<file path="config.mk">
export PLATFORM = sky130hd
export DESIGN_NAME = tmr_sync_group
export DESIGN_NICKNAME = d
export VERILOG_FILES = /design/src/rtl/tmr_sync_group.sv
export SDC_FILE = /design/constraint.sdc
export NUM_CORES = 1
export LEC_CHECK = 0
export BUFFER_PORTS_ARGS = -buffer_cell sky130_fd_sc_hd__buf_2
export CORE_UTILIZATION = 35
export CTS_CLUSTER_DIAMETER = 60
export DETAILED_ROUTE_END_ITERATION = 7
export PLACE_DENSITY = 0.48
export SLEW_MARGIN = 10
export SYNTH_ARGS = -nofsm -noshare
export SYNTH_HDL_FRONTEND = slang
export SYNTH_SLANG_ARGS = --single-unit
</file>
<file path="constraint.sdc">
create_clock -name clk -period 3.2 [get_ports clk]
set_input_delay 0.16 -clock clk [delete_from_list [all_inputs] [get_ports clk]]
set_output_delay 0.16 -clock clk [all_outputs]
set_load 0.02 [all_outputs]
</file>
<file path="src/rtl/tmr_sync_group.sv">
module tmr_sync_group #(
  parameter int CW = 16
) (
  input  logic          clk,
  input  logic          rst,
  input  logic          wr_en,
  input  logic [3:0]    addr,
  input  logic [CW-1:0] wdata,
  output logic [CW-1:0] rdata,
  output logic [2:0]    tout,
  output logic [2:0]    toe
);
  localparam int NCH = 3;
  localparam logic [3:0] A_RUN = 4'h0;
  localparam logic [3:0] A_GRP = 4'h1;
  localparam logic [1:0] PG_CNT = 2'b01;
  localparam logic [1:0] PG_CMP = 2'b10;
  localparam logic [1:0] PG_CTL = 2'b11;
  localparam logic [2:0] CS_OWN = 3'b001;
  localparam logic [2:0] CS_GRP = 3'b011;

  logic [NCH-1:0]         run_q, sync_q, pin_q;
  logic [NCH-1:0][CW-1:0] cnt_q, cmp_q;
  logic [NCH-1:0][2:0]    clr_q;
  logic [NCH-1:0][1:0]    act_q;

  logic           grp;
  logic [NCH-1:0] insync, match, own_clr, load, clr, ctl_wr;
  logic           peer_clr, cnt_sel, preset_grp;

  assign grp      = (sync_q[0] & sync_q[1]) | (sync_q[0] & sync_q[2]) | (sync_q[1] & sync_q[2]);
  assign insync   = sync_q & {NCH{grp}};
  assign peer_clr = |(insync & own_clr);
  assign cnt_sel  = wr_en && addr[3:2] == PG_CNT && addr[1:0] != 2'd3;

  always_comb begin
    preset_grp = 1'b0;
    for (int i = 0; i < NCH; i++)
      if (cnt_sel && addr[1:0] == 2'(i) && insync[i]) preset_grp = 1'b1;
  end

  for (genvar i = 0; i < NCH; i++) begin : g_ch
    assign match[i]   = run_q[i] && cnt_q[i] == cmp_q[i];
    assign own_clr[i] = match[i] && clr_q[i] == CS_OWN;
    assign clr[i]     = own_clr[i] || (insync[i] && clr_q[i] == CS_GRP && peer_clr);
    assign load[i]    = cnt_sel && (addr[1:0] == 2'(i) || (preset_grp && insync[i]));
    assign ctl_wr[i]  = wr_en && addr == {PG_CTL, 2'(i)};
    assign toe[i]     = act_q[i] == 2'b01 || act_q[i] == 2'b10;
    assign tout[i]    = pin_q[i];

    always_ff @(posedge clk) begin
      if (rst)              cnt_q[i] <= '0;
      else if (load[i])     cnt_q[i] <= wdata;
      else if (clr[i])      cnt_q[i] <= '0;
      else if (run_q[i])    cnt_q[i] <= cnt_q[i] + 1'b1;
    end

    always_ff @(posedge clk) begin
      if (rst) begin
        cmp_q[i] <= '0;
        clr_q[i] <= '0;
        act_q[i] <= '0;
        pin_q[i] <= 1'b0;
      end else begin
        if (wr_en && addr == {PG_CMP, 2'(i)}) cmp_q[i] <= wdata;
        if (ctl_wr[i]) begin
          clr_q[i] <= wdata[2:0];
          act_q[i] <= wdata[5:4];
        end
        if (ctl_wr[i] && !run_q[i]) pin_q[i] <= wdata[5:4] == 2'b10;
        else if (match[i] && toe[i]) pin_q[i] <= ~pin_q[i];
      end
    end
  end

  always_ff @(posedge clk) begin
    if (rst) begin
      run_q  <= '0;
      sync_q <= '0;
    end else if (wr_en) begin
      if (addr == A_RUN) run_q  <= wdata[2:0];
      if (addr == A_GRP) sync_q <= wdata[2:0];
    end
  end

  always_comb begin
    rdata = '0;
    if (addr == A_RUN) rdata = CW'(run_q);
    if (addr == A_GRP) rdata = CW'(sync_q);
    for (int i = 0; i < NCH; i++) begin
      if (addr == {PG_CNT, 2'(i)}) rdata = cnt_q[i];
      if (addr == {PG_CMP, 2'(i)}) rdata = cmp_q[i];
      if (addr == {PG_CTL, 2'(i)}) rdata = CW'({act_q[i], 1'b0, clr_q[i]});
    end
  end
endmodule

</file>
Yosys cells after proc, flatten, opt, wreduce, memory -nomap -nowiden
Cells that the tools add are included.
{"block": "totals", "regBits": 120, "latch_bits": 0, "ramBits": 0, "mem_bits_ro": 0, "input_bits": 23, "mem_count": 0}
{"block": "op_classes", "add_sub_neg": 3, "mul": 0, "div_mod_pow": 0, "magnitude_cmp": 0, "eq_ne": 30, "n_shift": 0, "muxes": 29, "n_bitwise": 10, "n_reduce_logical": 61}
{"operator": "16-bit 2-to-1 mux", "count": 19}
{"operator": "16-bit by 1-bit adder with 16-bit output, second input constant", "count": 3}
{"operator": "16-bit equality test", "count": 3}
{"operator": "1-bit logical AND", "count": 38}
{"operator": "4-bit equality test, second input constant", "count": 6}
{"operator": "4-bit by 3-bit equality test with 1-bit output, second input constant", "count": 3}
{"operator": "2-bit by 1-bit equality test with 1-bit output, second input constant", "count": 5}
{"operator": "2-bit equality test, second input constant", "count": 5}
{"operator": "3-bit by 1-bit equality test with 1-bit output, second input constant", "count": 3}
{"operator": "3-bit by 2-bit equality test with 1-bit output, second input constant", "count": 3}
{"operator": "1-bit logical OR", "count": 9}
{"operator": "1-bit 2-to-1 mux", "count": 9}
{"operator": "3-bit nonzero test", "count": 3}
{"operator": "3-bit AND", "count": 2}
{"operator": "2-bit nonzero test", "count": 3}
{"operator": "4-bit by 1-bit equality test with 1-bit output, second input constant", "count": 1}
{"operator": "4-bit zero test", "count": 1}
{"operator": "2-bit AND reduction", "count": 2}
{"operator": "1-bit AND", "count": 3}
{"operator": "1-bit zero test", "count": 3}
{"operator": "3-bit 2-to-1 mux", "count": 1}
{"operator": "1-bit NOT", "count": 3}
{"operator": "3-bit OR reduction", "count": 1}
{"operator": "2-bit zero test", "count": 1}
{"operator": "2 further kinds", "count": 3}

Longest topological paths before layout
{"block": "logic_depth", "depth_word": 12, "mapped_depth": 10}

Least setup slack after synthesis
No wires, ideal clock.
{"block": "synth_timing", "path_type": "register to register", "startpoint": "register cnt_q[1] (netlist bit)", "endpoint": "register cnt_q[11] (netlist bit)", "setup_ns": 0.131, "t_arrival_ns": 2.347, "t_required_ns": 3.069, "setup_slack_ns": 0.722, "stages_incl_launch_ff": 10, "period_less_slack_ns": 2.478, "cell_sequence": "dfxtp_1 > xnor2_1 > o221ai_1 > or4_4 > or4_4 > o21ba_1 > buf_6 > buf_6 > a32oi_1 > nor3_1"}
{"block": "synth_via", "elab_chain_cells": 9, "word_cells_on_any_way": 12, "classes_between": "add/sub (1); eq/ne (1); mux (3); bitwise (1); reduce/logical (6)"}
{"item": "start: declaration", "line": "23", "text": "logic [NCH-1:0][CW-1:0] cnt_q, cmp_q;"}
{"item": "start signal: indexed assignment", "line": "53", "text": "else if (load[i]) cnt_q[i] <= wdata;"}
{"item": "start signal: indexed assignment", "line": "55", "text": "else if (run_q[i]) cnt_q[i] <= cnt_q[i] + 1'b1;"}
{"item": "branches (longest 9 deep; another with 16-bit by 1-bit adder with 16-bit output)"}
Several ways; the timed one is not identified. The select of a mux whose other input is x is not followed.
A chain may end at the register's enable or synchronous reset.

Worst setup path in the final report
{"block": "layout_timing", "startpoint": "register cnt_q[12] (netlist bit)", "endpoint": "register cnt_q[46] (netlist bit)"}
{"block": "layout_via", "elab_chain_cells": 9, "word_cells_on_any_way": 10, "classes_between": "eq/ne (1); mux (2); bitwise (1); reduce/logical (6)"}
{"item": "16-bit equality test (*)", "line": "43", "text": "assign match[i] = run_q[i] && cnt_q[i] == cmp_q[i];"}
{"item": "1-bit logical AND (*)", "line": "43"}
{"item": "1-bit logical AND (*)", "line": "44", "text": "assign own_clr[i] = match[i] && clr_q[i] == CS_OWN;"}
{"item": "3-bit AND (*)", "line": "33", "text": "assign peer_clr = |(insync & own_clr);"}
{"item": "3-bit OR reduction (*)", "line": "33"}
{"item": "1-bit logical AND (*)", "line": "45", "text": "assign clr[i] = own_clr[i] || (insync[i] && clr_q[i] == CS_GRP && peer_clr);"}
{"item": "1-bit logical OR (*)", "line": "45"}
{"item": "16-bit 2-to-1 mux", "line": "54", "text": "else if (clr[i]) cnt_q[i] <= '0;"}
{"item": "16-bit 2-to-1 mux", "line": "53"}
Mark *: on every way between the ends. The rest lies on a longest branch, timed or not.

==> metrics.txt <==
# TYPE chip_impl_metric gauge
chip_impl_metric{name="path_max_fanout",unit=""} 21
chip_impl_metric{name="synth_xor_xnor_area_share",unit="%"} 5.17
chip_impl_metric{name="max_cap_violations",unit=""} 0
chip_impl_metric{name="ys_warn_count",unit=""} 0
chip_impl_metric{name="synth_top_cell_area_share",unit="%"} 31.5
chip_impl_metric{name="synth_compound_area_share",unit="%"} 28.4
chip_impl_metric{name="leakagePower",unit="nW"} 3.49
chip_impl_metric{name="max_stage_delay",unit="ns"} 0.48
chip_impl_metric{name="timing.max_slew.rel_slack",unit="%"} 29.0
chip_impl_metric{name="setup-tns-final",unit="ns"} 0
chip_impl_metric{name="power.density_cell_area",unit="mW/mm²"} 447
chip_impl_metric{name="die_span_in_x",unit="µm"} 150
chip_impl_metric{name="period_needed",unit="ns"} 2.74
chip_impl_metric{name="synthesis.instances",unit=""} 1023
chip_impl_info{name="synth.top_cells.by_area",value="sky130_fd_sc_hd__dfxtp_1 32%, sky130_fd_sc_hd__nand2_1 9.0%, sky130_fd_sc_hd__a21oi_1 6.9%"} 1
chip_impl_metric{name="dpl.cell_count",unit=""} 1294
chip_impl_metric{name="fillers",unit=""} 2198
chip_impl_metric{name="routabilityCongestion",unit=""} 0.873
chip_impl_metric{name="seq_area",unit="mm²"} 0.00240
chip_impl_metric{name="worstMarginPinSlew",unit="ns"} 1.06
chip_impl_info{name="timing.critical_path.slowest_stage_cell",value="sky130_fd_sc_hd__dfxtp_1"} 1
chip_impl_metric{name="post-route-drc-count",unit=""} 0
chip_impl_metric{name="drt_pre_antenna_iters",unit=""} 6
chip_impl_metric{name="globalRouteTotalUtil",unit="%"} 27.1
chip_impl_metric{name="postRouteWirelength",unit="µm"} 29600
chip_impl_metric{name="report.final.slew_viol_count",unit=""} 0
chip_impl_metric{name="die_area",unit="mm²"} 0.0224
chip_impl_metric{name="fin_skew",unit="ns"} 0.00981
chip_impl_metric{name="cts_htree_levels",unit=""} 4
chip_impl_metric{name="instance_area_at_placement",unit="mm²"} 0.00816
chip_impl_metric{name="final_core_density",unit="%"} 41.5
chip_impl_metric{name="yosys.area_share.adder",unit="%"} 0.493
chip_impl_info{name="crit_chain",value="xnor2_1 > nand4_1 > or4_4 > or3_1 > a31oi_1 > buf_12 > or2_2 > o211a_1"} 1
chip_impl_metric{name="drt.antenna.violating_nets",unit=""} 0
chip_impl_metric{name="post_synth.cell_area_avg",unit="µm²"} 7.45
chip_impl_metric{name="setup-violations-final",unit=""} 0
chip_impl_metric{name="yosysUniqueCellTypes",unit=""} 65
chip_impl_metric{name="wire_length_of_the_first_global_routing_pass",unit="µm"} 45400
chip_impl_info{name="final_cell_mix",value="183 x sky130_fd_sc_hd__nand2_1, 120 x sky130_fd_sc_hd__dfxtp_1, 103 x sky130_fd_sc_hd__a21oi_1, 62 x sky130_fd_sc_hd__nor2_1, 43 x sky130_fd_sc_hd__buf_2"} 1
chip_impl_metric{name="antennaDiodeCount",unit=""} 0
chip_impl_metric{name="period_share",unit="%"} 85.6
chip_impl_metric{name="edff_count_synth",unit=""} 0
chip_impl_metric{name="cts_buffer_depth",unit=""} 2
chip_impl_metric{name="grt.overflow.total",unit=""} 0
chip_impl_info{name="rsz0062_at_grt",value="no"} 1
chip_impl_metric{name="grt_max_degree",unit=""} 65
chip_impl_metric{name="yosys.area_share.simple",unit="%"} 24.5
chip_impl_info{name="cts_tree",value="yes"} 1
chip_impl_metric{name="synth.ff_latch_count",unit=""} 120
chip_impl_metric{name="num-nets-final",unit=""} 1064
chip_impl_info{name="path_class",value="reg -> reg"} 1
chip_impl_info{name="root_buffer",value="sky130_fd_sc_hd__clkbuf_16"} 1
chip_impl_metric{name="grt_antenna_before_repair",unit=""} 0
chip_impl_metric{name="seq_area_frac_synth",unit="%"} 31.5
chip_impl_metric{name="cts.clk_slew.worst_paths",unit="ns"} 0.06
chip_impl_metric{name="worst_skew_pair.late_latency",unit="ns"} 0.43
chip_impl_info{name="critPathCaptureType",value="flip-flop"} 1
chip_impl_metric{name="drtIter0Drc",unit=""} 639
chip_impl_metric{name="count_of_vias_placed_by_the_detailed_router",unit=""} 7886
chip_impl_metric{name="routed_wire_length_per_instance",unit="µm"} 22.4
chip_impl_info{name="worstSetupStartpointType",value="flip-flop"} 1
chip_impl_metric{name="area_delta_synth_final",unit="%"} 15.4
chip_impl_metric{name="peakVddDrop",unit="mV"} 0.305
chip_impl_metric{name="die_h",unit="µm"} 150
chip_impl_metric{name="required",unit="ns"} 3.58
chip_impl_metric{name="port_buffers",unit=""} 44
chip_impl_metric{name="grt_pass1_vias",unit=""} 7290
chip_impl_metric{name="synth_fp_nets",unit=""} 1049
chip_impl_metric{name="hold_viol",unit=""} 0
chip_impl_metric{name="initial_utilization",unit="%"} 36.0
chip_impl_info{name="layout.cells.most_common",value="sky130_fd_sc_hd__nand2_1"} 1
chip_impl_info{name="outcome",value="complete, no violations"} 1
chip_impl_metric{name="synth-async-reset-ratio",unit="%"} 0
chip_impl_info{name="dominantRegCellSynth",value="sky130_fd_sc_hd__dfxtp_1"} 1
chip_impl_metric{name="post_route_cells_drive_above_1_share",unit="%"} 13.3
chip_impl_metric{name="syn_area",unit="mm²"} 0.00762
chip_impl_metric{name="worst-endpoint-arrival",unit="ns"} 3.12
chip_impl_metric{name="tritoncts_num_sinks",unit=""} 120
chip_impl_metric{name="synthMuxAreaShare",unit="%"} 4.20
chip_impl_metric{name="cts_resized",unit=""} 0
chip_impl_metric{name="via_per_inst",unit=""} 5.95
chip_impl_metric{name="layoutNonFillerInstCount",unit=""} 1325
chip_impl_metric{name="place_worst_setup_slack",unit="ns"} 0.481
chip_impl_metric{name="io_pins",unit=""} 45
chip_impl_metric{name="hpwl",unit="µm"} 21000
chip_impl_metric{name="post_cts.repair.setup_buffers",unit=""} 0
chip_impl_metric{name="multi_input_comb_area",unit="mm²"} 0.00481
chip_impl_metric{name="number_of_buffers_created_by_cts",unit=""} 17
chip_impl_info{name="min_path_type",value="in -> reg"} 1
chip_impl_info{name="largest_family_of_logic_cells_by_synthesized_area",value="compound AO/OA/AOI/OAI gates"} 1
chip_impl_metric{name="cts-hold-fix-buffers",unit=""} 0
chip_impl_metric{name="core_region_area",unit="mm²"} 0.0212
chip_impl_metric{name="max_clock_freq",unit="GHz"} 0.365
chip_impl_metric{name="placementRows",unit=""} 53
chip_impl_info{name="yosysTopAreaCell",value="sky130_fd_sc_hd__dfxtp_1"} 1
chip_impl_metric{name="postLayoutCellArea",unit="mm²"} 0.00879
chip_impl_metric{name="post-route-worst-setup-slack",unit="ns"} 0.462
## critical path: cells and delay by family, from the launching register on
kind	cells	cell delay, ns
and+or+nand+nor	4	1.31
AOI/OAI and AO/OA	2	0.50
DFF	1	0.48
buffers and inverters	1	0.20
xor gates and xnor gates	1	0.19
## per-stage QoR
step / hold WS (ns) / total power, mW
after detailed placement: 0.475 / 1.85
after CTS: 0.0547 / 3.94
final: 0.0729 / 3.92
after floorplan: 0.296 / 1.73
after global placement: 0.472 / 1.85
after global routing: 0.0609 / 4.04
## cells in the mapped netlist, drive strengths merged (4+ instances only)
master,number
clkbuf,74
dfxtp,120
nor2b,21
o22ai,9
nand4,13
a32o,10
a31oi,14
o211a,12
o21ai,32
o31a,4
a31o,6
xor2,30
a21oi,105
nand2b,4
and3,15
o21a,5
a211oi,20
a21o,4
a22oi,17
nor2,63
and2,5
a22o,18
a32oi,16
buf,13
or3,4
nand2,183
a221oi,18
nor3,24
xnor2,15
nor4,10
inv,21
and4,4
mux2,8
mux2i,23
nand3,36
## final cells by class
cell class / count / area share (%)
Multi-Input combinational cell: 795 / 54.7
Clock buffer: 19 / 5.15
Tap cell: 275 / 3.92
Timing Repair Buffer: 83 / 6.01
Inverter: 21 / 0.897
Sequential cell: 120 / 27.3
Clock inverter: 12 / 1.98
## logic make-up (layout without fill, tap and decap cells)
logic type                 after synthesis  in the layout
DFF                                    120            120
muxes                                   31             31
xor gates and xnor gates                45             45
adders and majority gates                3              3
and+or+nand+nor                        401            401
AOI/OAI and AO/OA                      315            315
buffers and inverters                  108            135
## state kept, by name (all words and copies together) (netlist names)
signal and cells:
act_q 6, clr_q 9, cmp_q 48, cnt_q 48, run_q 3, sync_q 3, tout 3
## worst paths after layout
check | start | end | slack (ns) | cells after the start
min reg2reg | cmp_q[19]$_SDFFE_PP0P_ | cmp_q[19]$_SDFFE_PP0P_ | 0.48 | 2
min | wdata[12] | cmp_q[44]$_SDFFE_PP0P_ | 0.07 | 3
max reg2reg | cnt_q[12]$_SDFFE_PP0P_ | cnt_q[46]$_SDFFE_PP0P_ | 0.46 | 8
max | cnt_q[12]$_SDFFE_PP0P_ | cnt_q[46]$_SDFFE_PP0P_ | 0.46 | 8
## power breakdown
group	internal [mW]	total [mW]	switching [mW]	leakage, nW
clock	1.34	2.10	0.762	0.297
combinational	0.0877	0.297	0.210	2.23
sequential	1.51	1.53	0.0188	0.968
total	2.93	3.92	0.991	3.49
## layer usage
metal	track usage [%]	part of all wire [%]	up-vias
met4	6.99	1.3	0
met2	41.7	45	247
met5	0	0	-
li1	-	-	3777
met1	38.8	48	3838
met3	4.30	5.9	24
(Power assumes the default switching activity.)
